**src/rtl/pcu_pkg.sv**
```systemverilog
package pcu_pkg;
    typedef enum logic [1:0] {
        SRC_SEQ    = 2'b00,
        SRC_BRANCH = 2'b01,
        SRC_JUMP   = 2'b10,
        SRC_VECTOR = 2'b11
    } pc_src_e;
endpackage

```
**src/rtl/pcu_next_sel.sv**
```systemverilog
module pcu_next_sel #(
    parameter int          ADDR_W   = 32,
    parameter int          JFIELD_W = 26,
    parameter logic [31:0] VEC_BASE = 32'hC000_0000,
    parameter logic [31:0] VEC_STEP = 32'h0000_0020
) (
    input  logic [1:0]          src,
    input  logic [ADDR_W-1:0]   pc_q,
    input  logic [ADDR_W-1:0]   seq_val,
    input  logic [ADDR_W-1:0]   branch_val,
    input  logic [JFIELD_W-1:0] jfield,
    input  logic                cause,
    output logic [ADDR_W-1:0]   next_pc
);
    import pcu_pkg::*;
    localparam int HI_W = ADDR_W - JFIELD_W - 2;

    logic [ADDR_W-1:0] jump_val;
    logic [ADDR_W-1:0] vec_val;

    always_comb begin
        jump_val = {pc_q[ADDR_W-1 -: HI_W], jfield, 2'b00};
        vec_val  = ADDR_W'(VEC_BASE) + (cause ? ADDR_W'(VEC_STEP) : '0);
        unique case (pc_src_e'(src))
            SRC_SEQ:    next_pc = seq_val;
            SRC_BRANCH: next_pc = branch_val;
            SRC_JUMP:   next_pc = jump_val;
            SRC_VECTOR: next_pc = vec_val;
            default:    next_pc = seq_val;
        endcase
    end
endmodule

```
**src/rtl/pcu_exc_capture.sv**
```systemverilog
module pcu_exc_capture #(
    parameter int ADDR_W      = 32,
    parameter int INSTR_BYTES = 4
) (
    input  logic              clk,
    input  logic              rst_n,
    input  logic              raise,
    input  logic              cause_in,
    input  logic [ADDR_W-1:0] pc_q,
    output logic [ADDR_W-1:0] epc_q,
    output logic              cause_q
);
    typedef struct packed {
        logic [ADDR_W-1:0] epc;
        logic              cause;
    } exc_st_t;

    exc_st_t st_d, st_q;

    always_comb begin
        st_d = st_q;
        if (raise) begin
            st_d.epc   = pc_q - ADDR_W'(INSTR_BYTES);
            st_d.cause = cause_in;
        end
    end

    always_ff @(posedge clk) begin
        if (!rst_n) st_q <= '0;
        else        st_q <= st_d;
    end

    assign epc_q   = st_q.epc;
    assign cause_q = st_q.cause;


    epc_capture_chk: assert property (@(posedge clk) disable iff (!rst_n)
        raise |=> (epc_q == $past(pc_q) - ADDR_W'(INSTR_BYTES)) && (cause_q == $past(cause_in)));

    exc_hold_chk: assert property (@(posedge clk) disable iff (!rst_n)
        !raise |=> $stable(epc_q) && $stable(cause_q));
endmodule

```
**src/rtl/pc_update_unit.sv**
```systemverilog
module pc_update_unit #(
    parameter int          ADDR_W   = 32,
    parameter int          JFIELD_W = 26,
    parameter logic [31:0] VEC_BASE = 32'hC000_0000,
    parameter logic [31:0] VEC_STEP = 32'h0000_0020
) (
    input  logic                clk,
    input  logic                rst_n,
    input  logic [1:0]          src_sel,
    input  logic                pc_wr_en,
    input  logic                pc_wr_cond,
    input  logic                alu_zero,
    input  logic [ADDR_W-1:0]   alu_result,
    input  logic [ADDR_W-1:0]   alu_out,
    input  logic [JFIELD_W-1:0] jump_field,
    input  logic                exc_raise,
    input  logic                exc_cause,
    output logic [ADDR_W-1:0]   pc_o,
    output logic [ADDR_W-1:0]   epc_o,
    output logic                cause_o
);
    localparam int HI_W = ADDR_W - JFIELD_W - 2;

    typedef struct packed {
        logic [ADDR_W-1:0] pc;
    } pc_st_t;

    pc_st_t            st_d, st_q;
    logic [ADDR_W-1:0] next_pc;
    logic              wr_fire;

    pcu_next_sel #(
        .ADDR_W(ADDR_W), .JFIELD_W(JFIELD_W),
        .VEC_BASE(VEC_BASE), .VEC_STEP(VEC_STEP)
    ) sel_i (
        .src(src_sel), .pc_q(st_q.pc), .seq_val(alu_result),
        .branch_val(alu_out), .jfield(jump_field), .cause(exc_cause),
        .next_pc(next_pc)
    );

    pcu_exc_capture #(.ADDR_W(ADDR_W), .INSTR_BYTES(4)) exc_i (
        .clk(clk), .rst_n(rst_n), .raise(exc_raise), .cause_in(exc_cause),
        .pc_q(st_q.pc), .epc_q(epc_o), .cause_q(cause_o)
    );

    always_comb begin
        wr_fire = pc_wr_en | (pc_wr_cond & alu_zero);
        st_d    = st_q;
        if (wr_fire) st_d.pc = next_pc;
    end

    always_ff @(posedge clk) begin
        if (!rst_n) st_q <= '0;
        else        st_q <= st_d;
    end

    assign pc_o = st_q.pc;


    pc_hold_chk: assert property (@(posedge clk) disable iff (!rst_n)
        (!pc_wr_en && !(pc_wr_cond && alu_zero)) |=> $stable(pc_o));

    seq_load_chk: assert property (@(posedge clk) disable iff (!rst_n)
        (pc_wr_en && src_sel == 2'b00) |=> pc_o == $past(alu_result));

    jump_shape_chk: assert property (@(posedge clk) disable iff (!rst_n)
        (pc_wr_en && src_sel == 2'b10) |=>
        (pc_o[1:0] == 2'b00) && (pc_o[ADDR_W-1 -: HI_W] == $past(pc_o[ADDR_W-1 -: HI_W])));

    vector_undef_chk: assert property (@(posedge clk) disable iff (!rst_n)
        (pc_wr_en && src_sel == 2'b11 && !exc_cause) |=> pc_o == ADDR_W'(VEC_BASE));

    cond_block_chk: assert property (@(posedge clk) disable iff (!rst_n)
        (pc_wr_cond && !pc_wr_en && !alu_zero) |=> $stable(pc_o));
endmodule

```
**config.mk**
```make
export PLATFORM = sky130hd
export DESIGN_NAME = pc_update_unit
export DESIGN_NICKNAME = d
export VERILOG_FILES = /design/src/rtl/pcu_pkg.sv /design/src/rtl/pcu_next_sel.sv /design/src/rtl/pcu_exc_capture.sv /design/src/rtl/pc_update_unit.sv
export SDC_FILE = /design/constraint.sdc
export NUM_CORES = 1
export LEC_CHECK = 0
export CAP_MARGIN = 20
export CELL_PAD_IN_SITES_DETAIL_PLACEMENT = 0
export CELL_PAD_IN_SITES_GLOBAL_PLACEMENT = 1
export CORE_MARGIN = 1.5
export CORE_UTILIZATION = 28
export DETAILED_ROUTE_END_ITERATION = 10
export PLACE_DENSITY_LB_ADDON = 0.08
export SLEW_MARGIN = 20
export SYNTH_ARGS = -nofsm -noshare
export SYNTH_HDL_FRONTEND = slang
export SYNTH_HIERARCHICAL = 1
export SYNTH_SLANG_ARGS = --single-unit
export TNS_END_PERCENT = 20
```
**constraint.sdc**
```tcl
create_clock -name clk -period 1.95 [get_ports clk]
set_input_delay 0.39 -clock clk [delete_from_list [all_inputs] [get_ports clk]]
set_output_delay 0.39 -clock clk [all_outputs]
set_load 0.005 [all_outputs]
```
# Word-level counts from Yosys, hierarchy flattened

Index checks and enable logic that the tools add are counted.

Output and inout bits: 65
Register bits after elaboration: 65
Logic and storage cells: 16
Input port bits: 99

Reduce and logical (&&, ||, !) cells: 2
Bitwise logic cells: 3
Equal/unequal tests: 3
Add/subtract/negate cells: 2
Mux-type cells: 2

Operators by type and width:

| kind                                                 | number |
|---|---|
| case mux 32 bit (4 select lines)                     | 1 |
| adder 32 bit (first input constant)                  | 1 |
| subtractor 32 x 3 -> 32 bit (second input constant)  | 1 |
| two-way mux 6 bit                                    | 1 |
| equality test 2 bit (second input constant)          | 2 |
| equality test 2 x 1 -> 1 bit (second input constant) | 1 |
| logical NOT 2 bit                                    | 1 |
| AND reduction 2 bit                                  | 1 |
| AND 1 bit                                            | 1 |
| NOT 1 bit                                            | 1 |
| bitwise OR 1 bit                                     | 1 |

# Logic depth before layout (Yosys ltp)

Depth in word-level cells: 3
Mapped depth: 7
Depth with buffers taken out: 7

# Cells and area by module

The synthesis kept the hierarchy.

Modules (own cells, without submodules):

| module          | times used | area each (um^2) | cells each |
|---|---|---|---|
| pcu_exc_capture | 1          | 1689.1           | 188 |
| pc_update_unit  | 1          | 1297.5           | 139 |
| pcu_next_sel    | 1          | 860.8            | 76 |

# Worst setup path after synthesis

Ideal clock, no wire load.

Kind: register to register
Start point: reg st_q (netlist bit pc_o[19])
End point: reg exc_i.st_q (netlist bit exc_i/epc_q[26])
Arrival: 1922 ps
Stages on the path, launching flop included: 7
Buffers on the path: 1
Setup slack: -105 ps
Setup time: 132 ps
Period minus slack after synthesis: 2055 ps
Path through: dfxtp_1 or4_4 or4_1 buf_6 nor4b_4 xnor2_1 a21oi_1

Cells in the longest elaborated chain, start to end: 1

RTL lines:

| item                        | RTL line              | text |
|---|---|---|
| start: declaration          | pc_update_unit.sv:28  | `pc_st_t st_d, st_q;` |
| start signal: assignment    | pc_update_unit.sv:54  | `else st_q <= st_d;` |
| subtractor 32 x 3 -> 32 bit | pcu_exc_capture.sv:23 | `st_d.epc = pc_q - ADDR_W'(INSTR_BYTES);` |
| end signal: assignment      | pcu_exc_capture.sv:30 | `else st_q <= st_d;` |
| end: declaration            | pcu_exc_capture.sv:18 | `exc_st_t st_d, st_q;` |

No other way between the ends.
A chain may end at the register's enable or synchronous reset.

# Worst setup path after layout

Start point: reg st_q (netlist bit pc_o[18])
End point: reg exc_i.st_q (netlist bit exc_i/epc_q[28])

The elaborated chain is that of the path after synthesis.

==> metrics.txt <==
I/O Buffers 163; CTS Buf Count 9; combinational fraction of design power 28.5%; CTS Hold Bufs 0; Core ar. 13300 sq um; r2r startpoint pc_o[18]$_SDFFE_PN0P_; worst clock skew 0.00626 ns; Hold Crit Class in -> reg; CP max FO 9; ANT nets after route 0; Horiz. Die Dim 120 um; worst slew pin tran 0.459 ns; layout net count 690; row cnt 42; slowest cell delay on critical path 0.57 ns; GPL Wtd Cong 0.782; vias in the first global route 3670; #FFs+latches synth 65; slowest cell on the critical path or4_4; sequential power share 33.0%; EDFF count, synth 0; clk buf depth 2; DRT iter0 DRCs 127; max_cap viols 0; detailed placer's ending HPWL 9710 um; Max-slew headroom 69.4%; FFs w/ async S/R, synth 0%; hold_sp exc_raise; global-route wire length before repair 19400 um; grt total ovfl 0; layout cells sized above 1 18.3%; CTS sink cnt 65; Netlist Area Pre-Place 3850 sq um; clk_lat worst skew 0.33 ns; FF-to-FF path depth 5; Switching Fraction 26.3%; post-placement cell area 5850 sq um; reg2reg setup slack -0.12 ns; clock transition at the registers of the reported paths 0.05 ns; Final Cell Area 6220 sq um; status complete, but fails checks; starting density of the core 28.8%; P per Cell Area 731 nW/um^2; startpoint types flop; failing checks negative setup slack; Final Hold Vio Count 0; FMAX 483 MHz; number of cells produced by synthesis 403; largest net degree at the start of global routing 50; Worst setup endpoint exc_i/epc_q[28]$_SDFFE_PN0P_; maximum vdd ir drop 0.000438 V; ant diodes 0; number of library cell types mapped by synthesis 42; RR Endpoint exc_i/epc_q[28]$_SDFFE_PN0P_; vias post-DR 3594; clock network power share 38.5%; initial antenna violation count 0; Final min period 2.07 ns; Final Hold Slack 0.454 ns; Setup-failing EPs final 8; Post-Route WL 12200 um; Total Routing Usage GR 17.3%; required time of the critical path 2.16 ns; H-tree levels 3; crit path cell chain or4_4, or4_4, nor4b_4, xnor2_1, a21oi_1; Avg Inst Size Synth 9.55 sq um; CP arrival 2.28 ns; Layout area overhead 61.7%; Worst Slack Setup Final -0.122 ns; Synth warnings 6; Detailed Routing Iterations Pass 1 4; Lkg Pwr 0.00240 uW; CP Capture Type flop; Final Util 46.6%; syn nets 503; sequential-to-total area share from yosys stat 33.8%; Die ar. 14500 sq um; Die Ht 120 um; top_reg_cell synth dfxtp_1; most used cell, CP or4_4; Net Sw Power 1200 uW; Final Max Tran Viols 0; via/cell ratio 4.66; post-CTS setup buffer count 0; Int Pwr 3350 uW; Crit Path Class reg -> reg; drt wl/cell 15.8 um; RSZ-0062 raised after global routing true; clock root cell clkbuf_16; CTS tree done; drt drc 0; period utilization 106%; IO Count 164; Worst Setup SP pc_o[18]$_SDFFE_PN0P_
## per-stage QoR
stage	TNS [ns]	setup slack [ns]	total power, uW	instances
floorplan	-0.685	-0.0996	2160	403
global placement	-0.498	-0.0868	2810	755
detailed placement	-0.797	-0.129	2820	755
CTS	-0.701	-0.127	4610	771
global route	-1.23	-0.178	4780	771
finish	-0.673	-0.122	4550	771
## per-layer routing
layer	share of wire (%)	up-vias	wire length, um	global-route usage [%]
li1	-	1808	-	-
met1	48	1649	5810	23.4
met2	45	128	5470	27.0
met3	6.3	9	770	3.82
met4	0.89	0	108	6.40
met5	0	-	0	0
## worst min-delay path by stage
stage,end,slack [ns],depth (start not counted)
finish,exc_i/epc_q[17]$_SDFFE_PN0P_,0.45,2
floorplan,pc_o[0]$_SDFFE_PN0P_,0.47,2
detailed placement,exc_i/epc_q[2]$_SDFFE_PN0P_,0.47,2
global route,exc_i/epc_q[13]$_SDFFE_PN0P_,0.46,2
CTS,exc_i/epc_q[12]$_SDFFE_PN0P_,0.44,2
global placement,exc_i/epc_q[2]$_SDFFE_PN0P_,0.47,2
## flip-flops by register name, summed over array words and instances, names as in the netlist
signal         flops
exc_i/epc_q       32
pc_o              32
exc_i/cause_q      1
## cells in the final DEF (no fill, tap or decap), drive strengths merged, types with 3 or more instances in the layout
cell type and instances:
inv 3, nor4 7, or3 3, a21oi 21, a211oi 7, nor4b 4, clkbuf 11, nor2 24
o2bb2ai 27, clkdlybuf4s50 159, nand2b 3, buf 51, xnor2 20, nor3 6, nand2 68, mux2i 64
xor2 4, or4 4, o21ai 23, dfxtp 65
## power groups by stage
stage	clock network (uW)	logic (uW)	registers (uW)
after CTS	1800	1300	1500
after floorplan	0	609	1550
after detailed placement	0	1290	1530
final	1750	1300	1500
after global routing	1860	1410	1510
after global placement	0	1280	1530
## worst max-delay path, delay by kind of cell, from the launching register on
kind / cells / cell delay (ns)
DFF: 1 / 0.31
AOI/OAI and AO/OA: 1 / 0.09
and+or+nand+nor: 3 / 1.41
xor gates and xnor gates: 1 / 0.15
## synth_stat cells, types with 4 or more instances
master	instances	area, sq um
nand2_1	68	255
dfxtp_1	65	1300
mux2i_1	64	641
nor2_1	24	90.1
o21ai_0	23	115
a21oi_1	20	100
o2bb2ai_2	20	300
xnor2_1	20	175
clkbuf_1	11	41.3
buf_2	10	50.1
a211oi_1	7	52.6
o2bb2ai_1	7	61.3
buf_6	6	67.6
nor3_1	6	30.0
nor4_1	4	25.0
xor2_1	4	35.0
## final cells by class
cell class	instances	area, sq um
inverter	3	11.3
multi-input combinational	301	2320
fill	1374	7130
timing repair buffer	210	2040
tap	176	220
sequential	65	1300
clock inverter	5	77.6
clock buffer	11	253
## what timing repair did
item,in CTS,in global routing
endpoints found under the setup margin,9,15
cloned,0,0
gates resized for setup,1,6
pin swaps,1,0
## logic make-up after synthesis
logic type | share of synthesized area, %
and+or+nand+nor | 17.3
AOI/OAI and AO/OA | 18.3
muxes | 17.8
DFF | 33.8
buffers and inverters | 7.02
xor gates and xnor gates | 5.46
adders and majority gates | 0.325
(Power assumes the default switching activity.)
